`src/rtl/ext_pin_irq.sv`:
```
module ext_pin_irq #(
  parameter int NGRP = 4,
  parameter int NDED = 16
) (
  input  logic                    clk,
  input  logic                    rst_n,
  input  logic [NGRP*8-1:0]       pin_i,
  input  logic                    reg_we,
  input  logic [$clog2(NGRP)+1:0] reg_addr,
  input  logic [31:0]             reg_wdata,
  output logic [31:0]             reg_rdata,
  output logic [NDED-1:0]         irq_ded,
  output logic                    irq_shared
);

  localparam int NPIN = NGRP * 8;
  localparam int GW   = $clog2(NGRP);
  localparam logic [1:0] K_CFG  = 2'd0;
  localparam logic [1:0] K_MASK = 2'd1;
  localparam logic [1:0] K_PEND = 2'd2;

  logic [1:0]      kind;
  logic [GW-1:0]   grp;
  logic [NPIN-1:0] sy1, sy2, sy3;
  logic [NPIN-1:0] mask_q, pend_q, evt, clr;
  logic [2:0]      typ_q [NPIN];
  logic            past_ok;

  assign kind = reg_addr[GW+1:GW];
  assign grp  = reg_addr[GW-1:0];

  function automatic logic detect(input logic [2:0] t, input logic now, input logic was);
    case (t)
      3'd0:    return ~now;
      3'd1:    return now;
      3'd2:    return ~now & was;
      3'd3:    return now & ~was;
      3'd4:    return now ^ was;
      default: return 1'b0;
    endcase
  endfunction

  always_ff @(posedge clk or negedge rst_n) begin
    if (!rst_n) begin
      sy1 <= '0;
      sy2 <= '0;
      sy3 <= '0;
    end else begin
      sy1 <= pin_i;
      sy2 <= sy1;
      sy3 <= sy2;
    end
  end

  for (genvar k = 0; k < NPIN; k++) begin : g_pin
    assign evt[k] = detect(typ_q[k], sy2[k], sy3[k]);
    assign clr[k] = reg_we && kind == K_PEND && grp == GW'(k / 8) && reg_wdata[k % 8];
  end

  always_ff @(posedge clk or negedge rst_n) begin
    if (!rst_n) begin
      for (int k = 0; k < NPIN; k++) typ_q[k] <= 3'd0;
      mask_q <= '1;
    end else if (reg_we) begin
      for (int g = 0; g < NGRP; g++) begin
        if (grp == GW'(g)) begin
          if (kind == K_CFG)
            for (int j = 0; j < 8; j++) typ_q[g*8+j] <= reg_wdata[4*j +: 3];
          if (kind == K_MASK)
            mask_q[g*8 +: 8] <= reg_wdata[7:0];
        end
      end
    end
  end

  always_ff @(posedge clk or negedge rst_n) begin
    if (!rst_n) pend_q <= '0;
    else        pend_q <= (pend_q & ~clr) | evt;
  end

  always_comb begin
    reg_rdata = '0;
    for (int g = 0; g < NGRP; g++) begin
      if (grp == GW'(g)) begin
        case (kind)
          K_CFG:   for (int j = 0; j < 8; j++) reg_rdata[4*j +: 3] = typ_q[g*8+j];
          K_MASK:  reg_rdata[7:0] = mask_q[g*8 +: 8];
          K_PEND:  reg_rdata[7:0] = pend_q[g*8 +: 8];
          default: reg_rdata = '0;
        endcase
      end
    end
  end

  assign irq_ded    = pend_q[NDED-1:0] & ~mask_q[NDED-1:0];
  assign irq_shared = |(pend_q[NPIN-1:NDED] & ~mask_q[NPIN-1:NDED]);

  always_ff @(posedge clk or negedge rst_n) begin
    if (!rst_n) past_ok <= 1'b0;
    else        past_ok <= 1'b1;
  end

  AST_PEND_SET: assert property (@(posedge clk) disable iff (!rst_n) past_ok |-> ((pend_q & $past(evt)) == $past(evt)));
  AST_PEND_CAUSE: assert property (@(posedge clk) disable iff (!rst_n) past_ok |-> ((pend_q & ~$past(pend_q) & ~$past(evt)) == '0));
  AST_W1C_CLEAR: assert property (@(posedge clk) disable iff (!rst_n) past_ok |-> ((pend_q & $past(clr & ~evt)) == '0));
  AST_NO_LOSS: assert property (@(posedge clk) disable iff (!rst_n) past_ok |-> (($past(pend_q) & ~pend_q & ~$past(clr)) == '0));
  AST_MASK_HOLD: assert property (@(posedge clk) disable iff (!rst_n) (past_ok && !$past(reg_we && kind == K_MASK)) |-> $stable(mask_q));

endmodule

```
`config.mk`:
```
export PLATFORM = sky130hd
export DESIGN_NAME = ext_pin_irq
export DESIGN_NICKNAME = d
export VERILOG_FILES = /design/src/rtl/ext_pin_irq.sv
export SDC_FILE = /design/constraint.sdc
export NUM_CORES = 1
export LEC_CHECK = 0
export BUFFER_PORTS_ARGS = -buffer_cell sky130_fd_sc_hd__buf_2
export CAP_MARGIN = 20
export CELL_PAD_IN_SITES_DETAIL_PLACEMENT = 1
export CELL_PAD_IN_SITES_GLOBAL_PLACEMENT = 2
export CORE_ASPECT_RATIO = 1.4
export CORE_UTILIZATION = 40
export DETAILED_ROUTE_END_ITERATION = 8
export PLACE_DENSITY_LB_ADDON = 0.2
export SLEW_MARGIN = 20
export SYNTH_ARGS = -nofsm -noshare
export SYNTH_HDL_FRONTEND = slang
export SYNTH_SLANG_ARGS = --single-unit
```
`constraint.sdc`:
```
create_clock -name clk -period 1.4 [get_ports clk]
set_input_delay 0.07 -clock clk [delete_from_list [all_inputs] [get_ports clk]]
set_output_delay 0.07 -clock clk [all_outputs]
set_load 0.05 [all_outputs]
```
Yosys cells after proc, flatten, opt, wreduce, memory -nomap -nowiden
Cells that the tools add are included.

ROM bits: 0. Memories: 0. Bits in registers: 256. RAM bits: 0. Bits in latches: 0. Output and inout port bits: 49.

$mul: 0. Mux-type cells: 93. Equal/unequal tests: 133. Shifts and indexed selects: 0. $lt $le $gt $ge: 0. Add/sub/neg operators: 0. Divide/modulo/power cells: 0. Reductions and logical operators: 82. Bitwise operators: 167.

Operators by type and width (number): 3-bit by 2-bit == test with 1-bit output, second input constant (64); 1-bit case mux with 5 select lines (32); 3-bit case mux with 2 select lines (18); 3-bit by 1-bit == test with 1-bit output, second input constant (32); 3-bit == test, second input constant (32); 3-bit logical NOT (32); 3-bit case mux with 3 select lines (8); 1-bit bitwise AND (64); 32-bit two-way mux (2); 1-bit NOT (64); 31-bit two-way mux (2); 1-bit logical AND (37); 16-bit bitwise AND (2); 32-bit bitwise AND (1); 16-bit NOT (2); 32-bit NOT (1); 32-bit OR (1); 1-bit XOR (32); 3-bit AND reduction (8); 3-bit two-way mux (6); 1-bit case mux with 3 select lines (6); 1-bit two-way mux (17); 16-bit OR reduction (1); 2-bit == test, second input constant (3); other kinds (5) (8).

Depth between registers and ports, before layout
Depth after elaboration: 9. Gate-level depth with buffers: 9.

Least setup slack after synthesis
OpenSTA, ideal clock, no wires.

Kind: input to output. From: input reg_addr[3]. To: output reg_rdata[0]. Data arrival time: 2.433 ns. Required time: 1.330 ns. Slack: -1.103 ns. Buffers on the path: 3. Cell stages on the path: 7. Cells stage by stage: inv_1 ha_1 buf_2 buf_2 buf_1 a211oi_1 nor4_1.

Cells in the longest elaborated chain, start to end: 6.

Ends and longest elaborated chain: from (decl) (line 9) `input logic [$clog2(NGRP)+1:0] reg_addr,`; 2-bit == test (tied with other cells) (line 85) `case (kind)`; 3-bit case mux with 3 select lines (line 85); 31-bit two-way mux (2 in series) (line 84) `if (grp == GW'(g)) begin`; 32-bit two-way mux (line 84); 32-bit two-way mux * (line 84); to (decl) (line 11) `output logic [31:0] reg_rdata,`.

Mark *: on every way between the ends. The rest lies on a longest branch, timed or not.

Worst setup path in the final report
From: register mask_q[16]. To: output reg_rdata[0].

Cells in the longest elaborated chain, start to end: 3.

Ends and longest elaborated chain: from (decl) (line 25) `logic [NPIN-1:0] mask_q, pend_q, evt, clr;`; from (signal, indexed assignment) (line 70) `mask_q[g*8 +: 8] <= reg_wdata[7:0];`; 3-bit case mux with 3 select lines (line 85); 32-bit two-way mux (2 in series) (line 84).

No other way between the ends.

==> impl_results.md <==
* Status: complete, but fails checks
* Failing checks: setup timing
* CP Capture Type: output port
* Synthesis-to-finish area growth at 38.4%
* Skew-Pair Late Insertion Delay at 0.55 ns
* EDFF count, synth at 0
* Critical path's slowest cell: dfstp_2
* Cell variety after synth at between 40 and 50
* Final period util at 143%
* Boundary Pins at 120
* Pins Over Slew Limit at 0
* DRT iter0 DRCs at roughly 310
* HPWL after detailed placement at between 20000 and 30000 µm
* Remaining DRCs at 0
* Synth Register Bits at 256
* Clk_skew at 0.00953 ns
* Vias in the first global route at roughly 10000
* Vias per inst at ~5.3
* Setup violators final at 37
* CP max stage delay at 0.57 ns
* Synth warn at 0
* Final wirelength at 38400 µm
* Placeable Area at 30200 µm²
* Setup crit start: mask_q[16]
* Final Hold Fails at 0
* Largest net degree at the start of global routing at 53
* Die Ht at 210 µm
* Storage cell area at 6460 µm²
* Clk root buf: clkbuf_16
* Final GP Congestion at 0.796
* Port bufs at approximately 110
* Clk sinks at 256
* Critical path buffers and inverters at 1
* GR Util All Layers at 25.0%
* NumNets Final at 1536
* Min-Delay Path Class: input port to asynchronous set/reset pin
* Total congestion overflow at 0
* Post-synth top flop: dfrtp_1
* TritonCTS clock tree: built
* CTS clk-pin slew, worst paths at 0.06 ns
* Slew HR at 45.4%
* Maximum clock path buffer count at 3
* Asr flop ratio synth at between 90% and 100%
* Crit-path cells: a22oi_2, a21oi_2, a211oi_2, nor4_4, buf_6
* First-pass GRT wire length at 59900 µm
* Fillers at 3137
* PnR worst setup slack at -0.604 ns
* MaxCap Viol Count at 0
* Kind of critical path: register to output port
* Startpoint types: register
* Reg-to-reg startpoint: sy2[11]
* Commonest non-fill, non-tap cells in the layout: dfrtp_1 (216), buf_4 (170), mux2_2 (126), inv_1 (78), o21ai_0 (78)
* Seq/Total Area, Yosys at ~52%
* Lkg Pwr at 0.00790 µW
* Vias at approximately 9500
* Antenna violations before repair at 4
* Die X at 151 µm
* RSZ-0062 raised after global routing: yes
* CP arrival at 1.93 ns
* CTS Buf Count at 28
* Layout cells sized above 1 at 42.3%
* Final std cells w/o fill at 1806
* Peak supply drop at between 1 and 1.5 mV
* Worst EP required at 1.33 ns
* Post-route ant nets at 0
* Syn Inst Count at 1052
* Setup TNS at -10.53 ns
* Area occupied by multi-input gates at 5850 µm²
* Detailed Routing Iterations Pass 1 at 5
* Most common cell after layout, fill and taps aside: dfrtp_1
* CP max FO at 3
* Std-Cell Rows at 75
* WL per Instance at around 21 µm
* Fmax at 499 MHz
* Placed cells at between 1500 and 2000
* Initial Util at 41.0%
* Post-layout min period at 2.00 ns
* Die ar. at 31700 µm²
* Pwr per Cell Area at 1360 nW/µm²
* H-tree level count at 1
* Netlist Area Pre-Place at 12400 µm²
* Worst slew pin tran at 0.819 ns
* Cell family with most CP delay: flip-flops
* Hold Worst Slack at approximately 0.15 ns
* Avg Inst Size Synth at 11.8 µm²
repair_timing:
item | 4_1_cts | 5_1_grt
pin swaps | 15 | 12
hold endpoints to repair | 439 | 0
resized for setup | 142 | 30
setup buffers | 27 | 24
hold buffers | 60 | 0
endpoints found under the setup margin | 43 | 69
path summary, 6_finish.rpt:
kind | to | slack (ns) | cells after the start
min in group clk | sy1[28] | 0.16 | 2
min reg2reg | sy2[6] | 0.34 | 0
max reg2reg | pend_q[11] | 0.10 | 5
max in group asynchronous | typ_q[61] | 0.40 | 3
min | mask_q[21] | 0.15 | 2
max | reg_rdata[0] | -0.60 | 5
synth_stat cells, types with 5 or more instances:
master    instances  area, µm²
clkbuf_1         12       45.0
a22oi_1          18        135
a221oi_2          9        135
nand4_1           5       31.3
ha_1             68        851
xnor2_1          24        210
o22ai_1           6       37.5
mux2_2          126       1420
a21oi_1          42        210
inv_1            82        308
dfrtp_1         224       5610
mux2i_1          50        500
buf_4            11       82.6
nand2_1          44        165
nor2_1           37        139
o21ai_0          82        410
nor3b_1          31        233
nor2b_1          38        238
buf_2            25        125
nand3_1          14       70.1
a221oi_1         18        158
a211oi_1          7       52.6
xor2_1            5       43.8
dfstp_2          32        841
a22o_1            5       43.8
final cells by class:
class | instances | share of cell area, %
repair buffers | 363 | 18.3
clock buffers | 48 | 5.11
diodes | 2 | 0.0292
clock inverters | 4 | 0.262
multi-input cells | 666 | 34.1
flip-flops and latches | 256 | 37.6
well taps | 385 | 2.81
inverters | 82 | 1.79
worst reg2reg max path, cell delays in order, from the launching register on:
cell and delay (ns):
dfrtp_1 0.43, inv_1 0.08, ha_1 0.29, o21ai_0 0.15, o21ai_0 0.11, o21ai_0 0.16
where the power goes:
| group | switching (µW) | internal [µW] | total, µW |
|---|---|---|---|
| clock | 3060 | 4400 | 7460 |
| sequential | 1060 | 8630 | 9690 |
| combinational | 3010 | 3160 | 6170 |
| total | 7130 | 16200 | 23300 |
sequential cells by signal (all words and copies together), names as in the netlist:
register  count
sy1          32
typ_q        96
mask_q       32
sy2          32
pend_q       32
sy3          32
metrics by stage:
stage / area, µm² / utilization (%) / total power, µW / worst slack, ns
after floorplan: 12700 / - / 12700 / -0.104
after detailed placement: 14700 / 48.6 / 14800 / -0.312
after CTS: 16900 / 55.9 / 23200 / -0.597
after global routing: 17200 / 56.8 / 24400 / -0.675
final: 17200 / 56.8 / 23300 / -0.604
after global placement: 14700 / 48.6 / 14700 / -0.323
cell families after synthesis:
logic type               count (synthesis)  share of synthesized area [%]
XOR/XNOR                                29                           2.05
other                                    1                         0.0302
adder cells (fa/ha/maj)                 68                           6.86
buffers and inverters                  135                           4.79
multiplexers                           180                           15.8
AND/OR/NAND/NOR                        186                           8.23
flip-flops                             256                           52.0
AO/OA/AOI/OAI                          197                           10.2
per-layer routing:
layer / track usage (%) / part of all wire, % / vias to the layer above / wire (µm)
li1: - / - / 4367 / -
met4: 9.55 / 3.1 / 6 / 1210
met5: 0 / 0.091 / - / 35
met1: 30.8 / 41 / 4831 / 15900
met2: 43.8 / 52 / 207 / 19800
met3: 3.55 / 3.8 / 71 / 1450
No activity file was read; power rests on OpenSTA's default activity.
